$ cat config.mk
export PLATFORM = sky130hd
export DESIGN_NAME = ddr4_init_seq
export DESIGN_NICKNAME = d
export VERILOG_FILES = /design/src/rtl/ddr4_init_pkg.sv /design/src/rtl/init_wait_timer.sv /design/src/rtl/init_mr_select.sv /design/src/rtl/ddr4_init_seq.sv
export SDC_FILE = /design/constraint.sdc
export NUM_CORES = 1
export LEC_CHECK = 0
export CORE_AREA = 2 2 99 101
export DETAILED_ROUTE_END_ITERATION = 6
export DIE_AREA = 0 0 101 103
export PLACE_DENSITY = 0.84
export SETUP_SLACK_MARGIN = 0.15
export SYNTH_ARGS = -nofsm -noshare
export SYNTH_HDL_FRONTEND = slang
export SYNTH_SLANG_ARGS = --single-unit
$ cat constraint.sdc
create_clock -name clk -period 10.8 [get_ports clk]
set_clock_uncertainty 0.05 [all_clocks]
set_input_delay 2.16 -clock clk [delete_from_list [all_inputs] [get_ports clk]]
set_output_delay 2.16 -clock clk [all_outputs]
set_load 0.02 [all_outputs]
$ cat src/rtl/ddr4_init_pkg.sv
package ddr4_init_pkg;

  localparam int MR_COUNT = 7;
  localparam int MR_W     = 17;
  localparam int SEL_W    = 3;

  typedef enum logic [1:0] {
    CMD_DES  = 2'd0,
    CMD_MRS  = 2'd1,
    CMD_ZQCL = 2'd2
  } cmd_e;

  typedef enum logic [3:0] {
    S_RST, S_CKE, S_XPR, S_MRS, S_GAP, S_MOD, S_ZQ, S_ZQI, S_DONE
  } st_e;

  // write position -> register number; register 1 precedes register 0
  function automatic logic [SEL_W-1:0] mr_at(input logic [SEL_W-1:0] pos);
    case (pos)
      3'd0:    return 3'd3;
      3'd1:    return 3'd6;
      3'd2:    return 3'd5;
      3'd3:    return 3'd4;
      3'd4:    return 3'd2;
      3'd5:    return 3'd1;
      default: return 3'd0;
    endcase
  endfunction

  function automatic int max2(input int a, input int b);
    return (a > b) ? a : b;
  endfunction

endpackage

$ cat src/rtl/init_wait_timer.sv
module init_wait_timer #(
  parameter int CW      = 8,
  parameter int RST_VAL = 0
) (
  input  logic          clk,
  input  logic          rst,
  input  logic          load_i,
  input  logic [CW-1:0] val_i,
  output logic          zero_o
);

  logic [CW-1:0] cnt;

  always_ff @(posedge clk) begin
    if (rst)              cnt <= CW'(RST_VAL);
    else if (load_i)      cnt <= val_i;
    else if (cnt != '0)   cnt <= cnt - 1'b1;
  end

  assign zero_o = (cnt == '0);

  // every wait interval shrinks by one per cycle
  p_count_down_r1: assert property (@(posedge clk) disable iff (rst)
    (!load_i && cnt != '0) |=> (cnt == $past(cnt) - 1'b1));

  p_load_takes_r3: assert property (@(posedge clk) disable iff (rst)
    load_i |=> (cnt == $past(val_i)));

endmodule

$ cat src/rtl/init_mr_select.sv
module init_mr_select
  import ddr4_init_pkg::*;
#(
  parameter int RTT_LO = 8,
  parameter int RTT_HI = 10
) (
  input  logic [SEL_W-1:0]          pos_i,
  input  logic [MR_COUNT*MR_W-1:0]  mr_vals_i,
  output logic [SEL_W-1:0]          sel_o,
  output logic [MR_W-1:0]           data_o,
  output logic                      rtt_on_o
);

  logic [MR_W-1:0] regs [MR_COUNT];

  for (genvar g = 0; g < MR_COUNT; g++) begin : g_slice
    assign regs[g] = mr_vals_i[g*MR_W +: MR_W];
  end

  assign sel_o    = mr_at(pos_i);
  assign data_o   = regs[sel_o];
  assign rtt_on_o = |regs[1][RTT_HI:RTT_LO];

endmodule

$ cat src/rtl/ddr4_init_seq.sv
module ddr4_init_seq
  import ddr4_init_pkg::*;
#(
  parameter int   T_RST_LOW  = 1000,
  parameter int   T_CKE_WAIT = 400000,
  parameter int   T_XPR      = 300,
  parameter int   T_MRD      = 8,
  parameter int   T_MOD      = 24,
  parameter int   T_DLLK     = 768,
  parameter int   T_ZQINIT   = 1024,
  parameter logic ODT_IDLE   = 1'b1
) (
  input  logic                      clk,
  input  logic                      rst,
  input  logic                      start,
  input  logic [MR_COUNT*MR_W-1:0]  mr_vals,
  output logic                      mem_reset_n,
  output logic                      mem_cke,
  output logic                      mem_odt,
  output logic                      mem_ten,
  output logic [1:0]                cmd,
  output logic [SEL_W-1:0]          mr_sel,
  output logic [MR_W-1:0]           mr_data,
  output logic                      init_done
);

  localparam int T_MAX  = max2(max2(max2(T_RST_LOW, T_CKE_WAIT), max2(T_XPR, T_MRD)),
                               max2(max2(T_MOD, T_DLLK), T_ZQINIT));
  localparam int CW     = $clog2(T_MAX + 1);
  localparam int GAP_SAT = max2(T_MRD, T_MOD);
  localparam logic [SEL_W-1:0] LAST_POS = SEL_W'(MR_COUNT - 1);

  st_e              state, nxt;
  logic [SEL_W-1:0] pos, nxt_pos;
  logic             ld, dll_ld, tz, dll_z, rtt_on;
  logic [CW-1:0]    ldv;
  logic [SEL_W-1:0] sel_n;
  logic [MR_W-1:0]  data_n;

  init_wait_timer #(.CW(CW), .RST_VAL(T_RST_LOW - 1)) u_step_tmr (
    .clk(clk), .rst(rst), .load_i(ld), .val_i(ldv), .zero_o(tz)
  );

  init_wait_timer #(.CW(CW), .RST_VAL(0)) u_dll_tmr (
    .clk(clk), .rst(rst), .load_i(dll_ld), .val_i(CW'(T_DLLK - 2)), .zero_o(dll_z)
  );

  init_mr_select u_mr_sel (
    .pos_i(nxt_pos), .mr_vals_i(mr_vals),
    .sel_o(sel_n), .data_o(data_n), .rtt_on_o(rtt_on)
  );

  always_comb begin
    nxt     = state;
    nxt_pos = pos;
    ld      = 1'b0;
    ldv     = '0;
    dll_ld  = 1'b0;
    if (start) begin
      nxt     = S_RST;
      nxt_pos = '0;
      ld      = 1'b1;
      ldv     = CW'(T_RST_LOW - 1);
    end else begin
      case (state)
        S_RST: if (tz) begin
          nxt = S_CKE; ld = 1'b1; ldv = CW'(T_CKE_WAIT - 1);
        end
        S_CKE: if (tz) begin
          nxt = S_XPR; ld = 1'b1; ldv = CW'(T_XPR - 1);
        end
        S_XPR: if (tz) begin
          nxt = S_MRS; nxt_pos = '0; ld = 1'b1; ldv = '0;
        end
        S_MRS: begin
          ld = 1'b1;
          if (pos == LAST_POS) begin
            nxt = S_MOD; ldv = CW'(T_MOD - 2); dll_ld = 1'b1;
          end else begin
            nxt = S_GAP; ldv = CW'(T_MRD - 2);
          end
        end
        S_GAP: if (tz) begin
          nxt = S_MRS; nxt_pos = pos + 3'd1; ld = 1'b1; ldv = '0;
        end
        S_MOD: if (tz) begin
          nxt = S_ZQ; ld = 1'b1; ldv = '0;
        end
        S_ZQ: begin
          nxt = S_ZQI; ld = 1'b1; ldv = CW'(T_ZQINIT - 2);
        end
        S_ZQI: if (tz && dll_z) nxt = S_DONE;
        default: nxt = state;
      endcase
    end
  end

  always_ff @(posedge clk) begin
    if (rst) begin
      state       <= S_RST;
      pos         <= '0;
      mem_reset_n <= 1'b0;
      mem_cke     <= 1'b0;
      mem_odt     <= 1'b0;
      cmd         <= CMD_DES;
      mr_sel      <= '0;
      mr_data     <= '0;
      init_done   <= 1'b0;
    end else begin
      state       <= nxt;
      pos         <= nxt_pos;
      mem_reset_n <= (nxt != S_RST);
      mem_cke     <= !(nxt inside {S_RST, S_CKE});
      init_done   <= (nxt == S_DONE);
      if (nxt == S_MRS) begin
        cmd     <= CMD_MRS;
        mr_sel  <= sel_n;
        mr_data <= data_n;
      end else begin
        cmd     <= (nxt == S_ZQ) ? CMD_ZQCL : CMD_DES;
        mr_sel  <= '0;
        mr_data <= '0;
      end
      if (state == S_RST) mem_odt <= rtt_on ? 1'b0 : ODT_IDLE;
    end
  end

  assign mem_ten = 1'b0;

  // assertion support: cycles since the last MRS, saturating
  logic [CW-1:0] since_mrs;
  always_ff @(posedge clk) begin
    if (rst || start)              since_mrs <= CW'(GAP_SAT);
    else if (cmd == CMD_MRS)       since_mrs <= CW'(1);
    else if (since_mrs < CW'(GAP_SAT)) since_mrs <= since_mrs + 1'b1;
  end

  p_cke_after_reset_r2: assert property (@(posedge clk) disable iff (rst)
    !mem_reset_n |-> !mem_cke);

  p_cke_hold_r2: assert property (@(posedge clk) disable iff (rst)
    (mem_cke && !start) |=> mem_cke);

  p_mrs_gap_r4: assert property (@(posedge clk) disable iff (rst)
    (cmd == CMD_MRS) |-> (since_mrs >= CW'(T_MRD)));

  p_zq_gap_r5: assert property (@(posedge clk) disable iff (rst)
    (cmd == CMD_ZQCL) |-> (since_mrs >= CW'(T_MOD)));

  p_done_hold_r6: assert property (@(posedge clk) disable iff (rst)
    (init_done && !start) |=> init_done);

  p_done_after_dll_r6: assert property (@(posedge clk) disable iff (rst)
    init_done |-> dll_z);

  p_cmd_needs_cke_r7: assert property (@(posedge clk) disable iff (rst)
    (cmd != CMD_DES) |-> mem_cke);

  p_odt_static_r8: assert property (@(posedge clk) disable iff (rst)
    mem_reset_n |=> $stable(mem_odt));

  p_restart_r9: assert property (@(posedge clk) disable iff (rst)
    start |=> (!mem_reset_n && !mem_cke && !init_done && cmd == CMD_DES));

endmodule

==> results.txt, run 1 <==
In this run the standard cell core region covers 9460 sq um. The first-pass GRT wire length is 25300 microns. After clock tree synthesis, the clock-pin slew on the worst setup and hold paths is 90 ps. The post-detailed-route wirelength per cell came out at 19.5 microns.

Row generation in the floorplan step produced 36 rows. The number of diodes added for antenna fixing is 0. The launching point of the worst reg2reg path is u_step_tmr.cnt[0]$_SDFFE_PP1P_.

The number of different library cells in the post-synthesis netlist came out at 62. The critical path data arrival time came out at 6240 ps. The remaining antenna violation count came out at 0. The worst setup path is launched from a register. The quantity of hold-fixing buffers added after cts is 0. The number of synthesized register bits is 71.

The largest single stage delay on the critical path is 1120 ps. The residual overflow from global routing came out at 0. The max capacitance violation total came out at 0. From left edge to right edge, the die measures 101 microns. The synthesized netlist occupies a cell area of 4690 sq um. The share of total power dissipated in sequential elements is 0.401. The net count of the mapped netlist is 737. At the later pin of the worst-skew pair, clock insertion delay measures 360 ps. Along the worst path, the maximum fanout reaches 55. The flow ran to the end, and the final reports show no timing, DRC or antenna violations. The gate count of the mapped netlist came out at 609. In the synthesized netlist the dominant register cell turns out to be sky130_fd_sc_hd__dfxtp_1. The worst hold path belongs to the class reg -> reg. The final critical path time including I/O delays and setup came out at 5990 ps. The mean number of vias per cell came out at 6.62.

The clock share of power is 0.284. The ratio of cells with drive above 1 in the final layout came out at 0.0596. The last weighted congestion value of the routability-driven placer came out at 0.921. The peak clock frequency supported by timing is 167 MHz. The library cell contributing the largest single delay on the critical path is sky130_fd_sc_hd__nor3b_2. The total number of vias is 5532. The non-filler instance count after layout is 836. The die area is 10400 sq um. The worst setup path is captured at a register. For this run, the register share of the synthesized area comes to 0.303. The post-layout utilization of the core came out at 0.669.

The number of nets in the layout came out at 845. Including well taps, the total number of placed cells is 820. The signal on the critical path passes through inv_1 -> ha_1 -> nor2b_1 -> nand4_1 -> nor2_1 -> inv_1 -> ha_1 -> nand2_1 -> and3_2 -> nand2_2 -> nor3b_2 -> a221o_1.

The post-CTS setup repair buffer count is 0. The maximum resistive drop on vdd came out at 72.8 uV. The number of pins exceeding their max-slew limit in the final report is 0. In this run the clock root is driven by a sky130_fd_sc_hd__clkbuf_8.

After detailed routing, the number of remaining DRC violations is 0. For this design the top-level I/O count stands at 149. The layout-stage area growth over the synthesis result came out at 34.9%. For the worst flop-to-flop path, the logic depth is 12. The category of the most critical setup path is reg -> reg.

The number of enable-type register cells in the synthesized netlist is 0. Before antenna repair, the detailed router went through 6 iterations. The worst path required time came out at 11050 ps. The detailed router finished its first iteration with 565 violations. The share of total power dissipated in combinational logic is 0.315. The HPWL after detailed placement is 11700 microns. The critical path ends at mr_data[10]$_SDFF_PP0_. The switching component of the power came out at 256 uW. The synthesized area divided by synthesized cell count is 7.70 sq um.

The number of hold-slack violations in the final timing report was 0. TritonCTS built the clock tree. The fraction of synthesis flops using an asynchronous set or reset pin is 0. The switching power as a share of total power came out at 0.327. The post-cts repair resize count is 0. The clock buffer count from CTS is 9. The worst-margin pin slew came out at 1090 ps. Setup repair after global routing left no endpoint under its margin.

During synthesis, Yosys emitted a total of 0 warnings. The chip height came out at 103 microns. The leakage component of the power came out at 2.14 nW. For this design, the sink count on the clock tree is 71. The most critical setup path has its startpoint at u_step_tmr.cnt[0]$_SDFFE_PP1P_. The routed wire length is 16300 microns. Leaving out fill and tap cells, the most frequent cell in the layout is sky130_fd_sc_hd__clkdlybuf4s50_1. The count of H-tree levels built during CTS is 3. The post-route total power came out at 782 uW. The worst pin sits at a relative slew slack of 0.269. The worst-case clock buffer depth is 2. The number of setup violations in the final report is 0. The power density over cell area came out at 124 nW/um^2.

The number of buffers inserted by port buffering is 147. The internal portion of total power is 527 uW. For the final routed database, the setup TNS stands at 0 ps. The initial utilization of the core area, before any placement, comes to 0.496. The register-to-register setup slack is 4810 ps.

The number of global-route vias before repair is 5241. Across every metal layer, demand over resource in global routing totals 0.308. In the layout the commonest cells are sky130_fd_sc_hd__clkdlybuf4s50_1, sky130_fd_sc_hd__dfxtp_1, sky130_fd_sc_hd__o22ai_1, sky130_fd_sc_hd__nand2_1, sky130_fd_sc_hd__nor2_1.

Dividing the final minimum period by the clock period gives 0.554. The initial antenna violation count came out at 0. The pin count of the biggest net entering global routing is 56. The worst register-to-register path ends at mr_data[10]$_SDFF_PP0_.
-- metrics by stage --
stage | hold WS, ps | setup WS (ps) | cell area (sq um)
2_1_floorplan | 395 | 6580 | 4690
4_1_cts | 420 | 4930 | 6330
3_3_place_gp | 401 | 5290 | 6120
6_report | 422 | 4810 | 6330
5_1_grt | 456 | 4430 | 6330
3_5_place_dp | 409 | 4950 | 6120
-- area by class of cell --
class / count / area, sq um
sequential: 71 / 1420
fill: 809 / 3130
multi-input combinational: 470 / 3000
clock buffer: 10 / 138
timing repair buffer: 153 / 1520
clock inverter: 6 / 68.8
tap: 114 / 143
inverter: 12 / 45.0
-- worst max-delay path, delay by kind of cell (launching register included) --
family	cells	cell delay [ps]
simple gates	7	4140
fa+ha+maj	2	590
buf+inv	2	510
flops	1	320
compound gates	1	300
-- Yosys cell counts, types with 6 or more instances --
cell type	count	area [sq um]
sky130_fd_sc_hd__o31ai_1	6	45.0
sky130_fd_sc_hd__nor3_1	24	120
sky130_fd_sc_hd__nor4_1	12	75.1
sky130_fd_sc_hd__o221ai_1	17	149
sky130_fd_sc_hd__nand2_1	55	206
sky130_fd_sc_hd__nor2_1	45	169
sky130_fd_sc_hd__a22o_1	7	61.3
sky130_fd_sc_hd__a211oi_1	27	203
sky130_fd_sc_hd__a32o_1	8	80.1
sky130_fd_sc_hd__ha_1	6	75.1
sky130_fd_sc_hd__o22ai_1	68	425
sky130_fd_sc_hd__dfxtp_1	71	1420
sky130_fd_sc_hd__buf_2	7	35.0
sky130_fd_sc_hd__nor2b_1	7	43.8
sky130_fd_sc_hd__clkbuf_1	45	169
sky130_fd_sc_hd__or3_1	7	43.8
sky130_fd_sc_hd__a21oi_1	43	215
sky130_fd_sc_hd__xnor2_1	20	175
sky130_fd_sc_hd__a221o_1	15	150
sky130_fd_sc_hd__inv_1	11	41.3
sky130_fd_sc_hd__nand3_1	8	40.0
sky130_fd_sc_hd__xor2_1	6	52.6
sky130_fd_sc_hd__o21ai_0	27	135
-- metal layers --
layer / vias to the layer above / track usage / wire, microns
met5: - / 0 / 0
met4: 0 / 0.159 / 773
met3: 69 / 0.0841 / 1490
met2: 336 / 0.518 / 7930
met1: 2557 / 0.362 / 6080
li1: 2570 / - / -
-- cell families after synthesis --
family,Yosys count,share of synthesized area
xor gates and xnor gates,26,0.0485
adders and majority gates,6,0.0160
other,1,0.000799
DFF,71,0.303
and+or+nand+nor,195,0.214
muxes,3,0.00667
buffers and inverters,68,0.0603
AOI/OAI and AO/OA,239,0.351
-- worst min path at each step --
stage / from / end / slack [ps] / cells after the start
after floorplan: u_dll_tmr.cnt[8]$_SDFFE_PP0P_ / u_dll_tmr.cnt[8]$_SDFFE_PP0P_ / 400 / 2
after global placement: u_dll_tmr.cnt[8]$_SDFFE_PP0P_ / u_dll_tmr.cnt[8]$_SDFFE_PP0P_ / 400 / 2
after detailed placement: u_dll_tmr.cnt[8]$_SDFFE_PP0P_ / u_dll_tmr.cnt[8]$_SDFFE_PP0P_ / 410 / 2
after CTS: u_dll_tmr.cnt[8]$_SDFFE_PP0P_ / u_dll_tmr.cnt[8]$_SDFFE_PP0P_ / 420 / 2
after global routing: u_dll_tmr.cnt[8]$_SDFFE_PP0P_ / u_dll_tmr.cnt[8]$_SDFFE_PP0P_ / 460 / 2
final: u_dll_tmr.cnt[8]$_SDFFE_PP0P_ / u_dll_tmr.cnt[8]$_SDFFE_PP0P_ / 420 / 2
-- power by group through the flow --
stage | Combinational (mW) | Sequential [mW] | Clock (mW)
4_1_cts | 0.244 | 0.313 | 0.223
5_1_grt | 0.273 | 0.317 | 0.237
3_3_place_gp | 0.229 | 0.316 | 0
2_1_floorplan | 0.160 | 0.313 | 0
6_report | 0.247 | 0.314 | 0.222
3_5_place_dp | 0.242 | 0.319 | 0
-- sequential cells by signal, indices dropped and copies added, names as in the netlist --
register,count
mr_data,17
init_done,1
u_dll_tmr.cnt,19
mem_odt,1
pos,3
mem_cke,1
cmd,2
mem_reset_n,1
u_step_tmr.cnt,19
state,4
mr_sel,3
No activity file was read; power rests on OpenSTA's default activity.
==> inputs of run 2 (changes only) <==
- CORE_AREA: 2 2 99 101 -> 2 2 108 110
- DIE_AREA: 0 0 101 103 -> 0 0 110 112
- PLACE_DENSITY: 0.84 -> 0.75
- clock period: 10.8 -> 5.4 ns (I/O delays scaled with it)
==> run 2 against run 1 <==
Net effect:
- die area rose by 18%
- critical path type unchanged
- hold slack improved by 4.0 ps
- clock-buffer cell count did not move
- sequential share of layout area fell by 0.64 points
- sequential power rose by 99%
- highest routed layer unchanged
- cell count rose by 4.4%
- critical path depth rose by 3
- combinational power rose by 96%
- non-clock buffer count rose by 7
- via count fell by 1.0%
- cell area rose by 2.9%
==> results.txt, run 2 (synthesis results as in run 1) <==
The max-slew headroom at the worst pin came out at 0.280 (+0.0107). The number of buffers inserted by port buffering is 147 (unchanged). The fill cell total of the finished layout is 976 (+21%). The highest cell delay on the worst timing path is 860 ps (-260 ps). The number of detailed-route iterations in the first pass came out at 5 (-1).

The run finished with clean final reports. The final setup TNS came out at 0 ps (unchanged). The residual overflow from global routing came out at 0 (unchanged). The sequential share of power came out at 0.363 (-0.038). In this design, the critical path's most frequently occurring cell is sky130_fd_sc_hd__buf_4. The maximum resistive drop on vdd is 279 uV (+280%). The peak clock frequency supported by timing came out at 222 MHz (+33%). The ratio of cells with drive above 1 in the final layout came out at 0.0658 (+0.00629).

The worst hold path belongs to the class reg -> reg. The last weighted congestion value of the routability-driven placer is 0.902 (-2.1%). The final critical path time including I/O delays and setup is 4510 ps (-1480 ps).

The cell area after layout is 6510 sq um (+2.9%). The leakage component of the power came out at 2.21 nW (+3.1%). The total half-perimeter wirelength after legalization and detailed placement came out at 12300 microns (+4.4%). Setup repair after global routing left no endpoint under its margin. The quantity of hold-fixing buffers added after cts came out at 0 (unchanged). The worst setup path is captured at a register.

The clock share of power is 0.356 (+0.072). The clock buffer count from CTS came to 9 (unchanged). The worst path required time is 5620 ps (-5430 ps). The number of DRC markers after the initial detailed-route iteration is 441 (-22%). The multi-input combinational cell area is 2990 sq um (-0.21%). The routed wire length came out at 16900 microns (+3.7%). The post-CTS setup repair buffer count came to 0 (unchanged). The first-pass GRT wire length is 26600 microns (+5.0%). The post-route DRC violation count came out at 0 (unchanged).

The count of H-tree levels built during CTS came to 3 (unchanged). The count of buffering cells on the critical path with inverters included is 5 (+3). The number of global-route vias before repair is 5236 (-0.095%). The starting density of the core was 0.420 (-0.0761). The pin count of the biggest net entering global routing came out at 73 (+30%). The number of hold-slack violations in the final timing report is 0 (unchanged). The chip width came out at 110 microns (+8.9%).

The clock latency on the worst-skew pair came to 340 ps (-20 ps). The highest fanout seen on the critical path is 37 (-33%). The CTS root buffer is sky130_fd_sc_hd__clkbuf_16. The remaining antenna violation count is 0 (unchanged). The area taken by flip-flops and latches is 1420 sq um (unchanged). The number of pins exceeding their max-slew limit in the final report is 0 (unchanged). The internal portion of total power came out at 1.20 mW (+130%). The total routing resource utilization after global routing is 0.275 (-0.0328). The critical path data arrival time came to 4730 ps (-1510 ps).

The number of placed I/O pins came out at 149 (unchanged). The initial antenna violation count is 1 (+1). The worst-margin pin slew is 1080 ps (-16.0 ps). The slowest stage of the critical path is the sky130_fd_sc_hd__nor3b_2 cell. The number of sinks handled by clock tree synthesis is 71 (unchanged).

The die area is 12300 sq um (+18%). The share of the clock period used by the worst path is 0.835 (+0.280). In the final layout, the registers with the most flip-flops are u_dll_tmr.cnt: 19 flops, u_step_tmr.cnt: 19 flops, mr_data: 17 flops. The chip height came out at 112 microns (+8.7%). The logic gate share of total power was 0.281 (-0.034). The signal on the critical path passes through inv_1 -> ha_1 -> nor2b_1 -> nand4_1 -> nor2_1 -> buf_4 -> inv_1 -> ha_1 -> nand2_1 -> and3_2 -> buf_4 -> nand2_1 -> buf_4 -> nor3b_2 -> a221o_1. From synthesis to final layout, the design area changed by 38.8%. The post-detailed-route wirelength per cell is 19.3 microns (-0.71%). The CTS tree is built. The cell row count is 39 (+8.3%). The number of setup violations in the final report is 0 (unchanged). The worst-case clock buffer depth came out at 2 (unchanged).

The post-cts repair resize count came to 0 (unchanged). The switching power as a share of total power is 0.304 (-0.0226). The family with the most delay on the worst path is simple AND/OR/NAND/NOR gates. The worst hold slack after final layout is 426 ps (+3.98 ps). The max capacitance violation total is 0 (unchanged).

By startpoint and endpoint, the worst setup path is classified as reg -> reg. The switching component of the power came out at 523 uW (+100%). The clock transition time at the flip-flop clock pins of the worst setup and hold paths is 60 ps (-30 ps). The core area came out at 11200 sq um (+18%).

The mean number of vias per cell is 6.27 (-5.2%). The post-layout utilization of the core is 0.583 (-0.0860). The number of nets in the layout came out at 852 (+0.83%). The total number of vias came out at 5474 (-1.0%). Leaving out fill and tap cells, the most frequent cell in the layout is sky130_fd_sc_hd__clkdlybuf4s50_1.

STA classifies the critical path startpoint as a register. The power density over cell area came out at 264 nW/um^2 (+110%). The total cell area at the placement stage came out at 6200 sq um (+1.3%).

The library cells used most frequently in the layout, excluding fill and tap cells, are sky130_fd_sc_hd__clkdlybuf4s50_1, sky130_fd_sc_hd__dfxtp_1, sky130_fd_sc_hd__o22ai_1, sky130_fd_sc_hd__nand2_1, sky130_fd_sc_hd__nor2_1.
run 2: cell count changes in the layout (fill, tap and decap cells not counted), moves of 2 or more:
cell,delta
sky130_fd_sc_hd__clkbuf_8,-9
sky130_fd_sc_hd__clkinvlp_4,+3
sky130_fd_sc_hd__clkinv_4,-2
sky130_fd_sc_hd__buf_4,+7
sky130_fd_sc_hd__clkbuf_16,+9
run 2: routing by layer:
layer	vias up	wire length (microns)	share of wire	global-route usage
met5	-	0	0	0
met4	0	409	0.024	0.0835
met3	29	1550	0.092	0.0767
met2	301	8460	0.50	0.465
met1	2560	6450	0.38	0.336
li1	2584	-	-	-
run 2: path summary, 6_finish.rpt:
path	start	end	slack (ps)	depth (start not counted)
setup / recovery	u_step_tmr.cnt[0]$_SDFFE_PP1P_	mr_data[12]$_SDFF_PP0_	890	15
hold / removal	u_step_tmr.cnt[18]$_SDFFE_PP0P_	u_step_tmr.cnt[18]$_SDFFE_PP0P_	430	2
setup reg to reg	u_step_tmr.cnt[0]$_SDFFE_PP1P_	mr_data[12]$_SDFF_PP0_	890	15
hold reg to reg	u_step_tmr.cnt[18]$_SDFFE_PP0P_	u_step_tmr.cnt[18]$_SDFFE_PP0P_	430	2
run 2: power by group through the flow:
stage	sequential, mW	clock [mW]	combinational, mW
floorplan	0.625	0	0.320
global placement	0.632	0	0.464
detailed placement	0.636	0	0.477
CTS	0.625	0.617	0.482
global route	0.632	0.641	0.531
finish	0.625	0.612	0.484
run 2: metrics by stage:
step / worst slack (ps) / std cells / power (mW)
after detailed placement: 999 / 856 / 1.11
after global placement: 1240 / 856 / 1.10
final: 893 / 873 / 1.72
after CTS: 979 / 872 / 1.72
after floorplan: 1630 / 609 / 0.945
after global routing: 563 / 873 / 1.81
run 2: cell type report:
| class | count | area share |
|---|---|---|
| clock buffers | 10 | 0.0367 |
| repair buffers | 160 | 0.241 |
| diodes | 1 | 0.000384 |
| inverters | 12 | 0.00692 |
| flip-flops and latches | 71 | 0.218 |
| well taps | 143 | 0.0275 |
| multi-input cells | 470 | 0.459 |
| clock inverters | 6 | 0.0106 |
run 2: worst reg2reg max path, delay by kind of cell (launching register included):
kind	cells	cell delay, ps
AND/OR/NAND/NOR	7	2230
buffers and inverters	5	1060
adder cells (fa/ha/maj)	2	500
flip-flops	1	310
AO/OA/AOI/OAI	1	310
==> inputs of run 3 (changes only) <==
- clock period: 5.4 -> 4.12 ns (I/O delays scaled with it)
==> run 3 against run 2 <==
Net effect:
- first-iteration DRC count increased by 17%
- hold slack lost 7.3 ps
- power grew 30%
- sequential share of layout area fell by 0.26 points
- routed wire length increased by 2.5%
- combinational power grew 34%
- maximum frequency is 21% higher
- via count rose by 1.9%
- clock-buffer cell count fell by 1
- cell count is 0.80% higher
- sequential power rose by 31%
- critical path depth increased by 1
==> results.txt, run 3 (synthesis results as in run 1) <==
The run finished with clean final reports. The number of nets in the layout is 860 (+0.94%). STA classifies the critical path endpoint as a register. The post-route total power is 2.23 mW (+30%). The max-slew headroom at the worst pin is 0.270 (-0.00960). The residual overflow from global routing is 0 (unchanged). Setup repair after global routing left no endpoint under its margin. The mean number of vias per cell came out at 6.34 (+1.1%). The maximum resistive drop on vdd came out at 343 uV (+23%).

The total half-perimeter wirelength after legalization and detailed placement came out at 12500 microns (+1.9%). The most common library cell in the layout ignoring fill and taps is sky130_fd_sc_hd__clkdlybuf4s50_1. The number of sinks handled by clock tree synthesis is 71 (unchanged). The remaining antenna violation count is 0 (unchanged). The total number of vias is 5580 (+1.9%).

The share of the clock period used by the worst path came out at 0.904 (+0.0695). The chip height came out at 112 microns (unchanged). The pin count of the biggest net entering global routing is 53 (-27%).

The first-pass GRT wire length came out at 27000 microns (+1.5%). The total cell area at the placement stage was 6270 sq um (+1.0%). The library cell contributing the largest single delay on the critical path is sky130_fd_sc_hd__clkbuf_8. The final setup TNS was 0 ps (unchanged). The cell row count is 39 (unchanged).

The final critical path time including I/O delays and setup came out at 3730 ps (-782 ps). The worst path required time came out at 4280 ps (-1340 ps). The number of hold-slack violations in the final timing report is 0 (unchanged). The power density over cell area is 338 nW/um^2 (+28%). The post-detailed-route wirelength per cell came out at 19.6 microns (+1.7%). The number of DRC markers after the initial detailed-route iteration came out at 517 (+17%).

The count of H-tree levels built during CTS came out at 3 (unchanged). The cell area after layout is 6590 sq um (+1.2%). The largest registers in the layout are u_dll_tmr.cnt: 19 flops, u_step_tmr.cnt: 19 flops, mr_data: 17 flops. The worst-case clock buffer depth is 2 (unchanged).

The number of pins exceeding their max-slew limit in the final report is 0 (unchanged). The number of placed I/O pins is 149 (unchanged). The last weighted congestion value of the routability-driven placer is 0.945 (+4.8%).

The total routing resource utilization after global routing came out at 0.278 (+0.00308). The worst hold slack after final layout is 419 ps (-7.27 ps). The tightest min-delay check is of the reg -> reg type. The number of setup violations in the final report is 0 (unchanged). The clock latency on the worst-skew pair was 330 ps (about the same). TritonCTS built the clock tree. The category of the most critical setup path is reg -> reg. The area growth from synthesis to layout is 40.5%. The ratio of cells with drive above 1 in the final layout is 0.0761 (+0.0102). The post-route DRC violation count was 0 (unchanged). The clock transition time at the flip-flop clock pins of the worst setup and hold paths came out at 60 ps (about the same). The leakage component of the power was 2.27 nW (+3.0%). The die area is 12300 sq um (unchanged).

The critical path data arrival time is 3890 ps (-840 ps). The highest cell delay on the worst timing path is 360 ps (-500 ps). The chip width came out at 110 microns (unchanged). The library cells used most frequently in the layout, excluding fill and tap cells, are sky130_fd_sc_hd__clkdlybuf4s50_1, sky130_fd_sc_hd__dfxtp_1, sky130_fd_sc_hd__o22ai_1, sky130_fd_sc_hd__nand2_1, sky130_fd_sc_hd__nor2_1. The number of global-route vias before repair is 5337 (+1.9%).

The peak clock frequency supported by timing came out at 268 MHz (+21%). The worst-margin pin slew came to 1090 ps (+10.8 ps). The max capacitance violation total is 0 (unchanged). The clock buffer count from CTS came to 9 (unchanged). The routed wire length is 17300 microns (+2.5%). The number of buffers inserted by port buffering was 147 (unchanged). The starting density of the core is 0.420 (unchanged). The highest fanout seen on the critical path came out at 52 (+41%). The cell sitting at the root of the clock tree is a sky130_fd_sc_hd__clkbuf_16. The quantity of hold-fixing buffers added after cts is 0 (unchanged).

The number of detailed-route iterations in the first pass came out at 5 (unchanged). The core area came out at 11200 sq um (unchanged). The worst setup path is launched from a register. The initial antenna violation count is 1 (unchanged). Traced cell by cell, the critical path runs through inv_1 -> ha_1 -> nor2b_1 -> nand4_1 -> nor2_1 -> inv_1 -> ha_1 -> nand2_1 -> and3_2 -> clkbuf_8 -> nand3_1 -> buf_8 -> o22ai_1 -> nand2_1 -> a32o_1 -> a221o_1.
run 3: cell types whose count changed in the layout (fill, tap and decap cells not counted), moves of 2 or more:
| cell | delta |
|---|---|
| sky130_fd_sc_hd__clkinv_2 | +3 |
| sky130_fd_sc_hd__clkinvlp_4 | -4 |
| sky130_fd_sc_hd__buf_4 | +5 |
| sky130_fd_sc_hd__clkinv_4 | +2 |
run 3: worst max-delay path: cells and delay by family (launching register included):
family                   cells  cell delay, ps
AO/OA/AOI/OAI                3             730
buffers and inverters        4             800
AND/OR/NAND/NOR              7            1230
flip-flops                   1             310
adder cells (fa/ha/maj)      2             490
run 3: layer usage:
layer / wire length, microns / GRT usage / share of wire / vias up
li1: - / - / - / 2608
met1: 6660 / 0.334 / 0.39 / 2623
met2: 8550 / 0.472 / 0.49 / 300
met3: 1420 / 0.0580 / 0.082 / 49
met4: 652 / 0.123 / 0.038 / 0
met5: 0 / 0 / 0 / -
run 3: path summary, 6_finish.rpt:
kind	from	end	slack (ps)	cells past startpoint
min	u_step_tmr.cnt[18]$_SDFFE_PP0P_	u_step_tmr.cnt[18]$_SDFFE_PP0P_	420	2
max	u_step_tmr.cnt[0]$_SDFFE_PP1P_	mr_data[2]$_SDFF_PP0_	390	16
max reg2reg	u_step_tmr.cnt[0]$_SDFFE_PP1P_	mr_data[2]$_SDFF_PP0_	390	16
min reg2reg	u_step_tmr.cnt[18]$_SDFFE_PP0P_	u_step_tmr.cnt[18]$_SDFFE_PP0P_	420	2
run 3: what timing repair did:
| action | 4_1_cts | 5_1_grt |
|---|---|---|
| buffers inserted | 0 | 1 |
| resized for setup | 0 | 7 |
| setup endpoints to repair | 0 | 18 |
run 3: per-stage QoR:
stage               worst slack [ps]  cells  utilization
global route                     196    880        0.590
floorplan                        351    609            -
detailed placement               228    863        0.561
finish                           395    880        0.590
CTS                              200    878        0.587
global placement                 390    863        0.561
run 3: report_power, final:
| group | total [mW] | leakage, nW | switching (mW) | internal (mW) |
|---|---|---|---|---|
| Clock | 0.760 | 0.145 | 0.296 | 0.464 |
| Combinational | 0.650 | 1.55 | 0.318 | 0.332 |
| Sequential | 0.820 | 0.576 | 0.0630 | 0.757 |
| Total | 2.23 | 2.27 | 0.677 | 1.55 |
run 3: final cells by class:
cell class | count | area [sq um]
Fill cell | 990 | 4580
Multi-Input combinational cell | 470 | 3000
Timing Repair Buffer | 168 | 1660
Sequential cell | 71 | 1420
Clock buffer | 9 | 225
Tap cell | 143 | 179
Clock inverter | 6 | 62.6
Inverter | 12 | 45.0
Antenna cell | 1 | 2.50
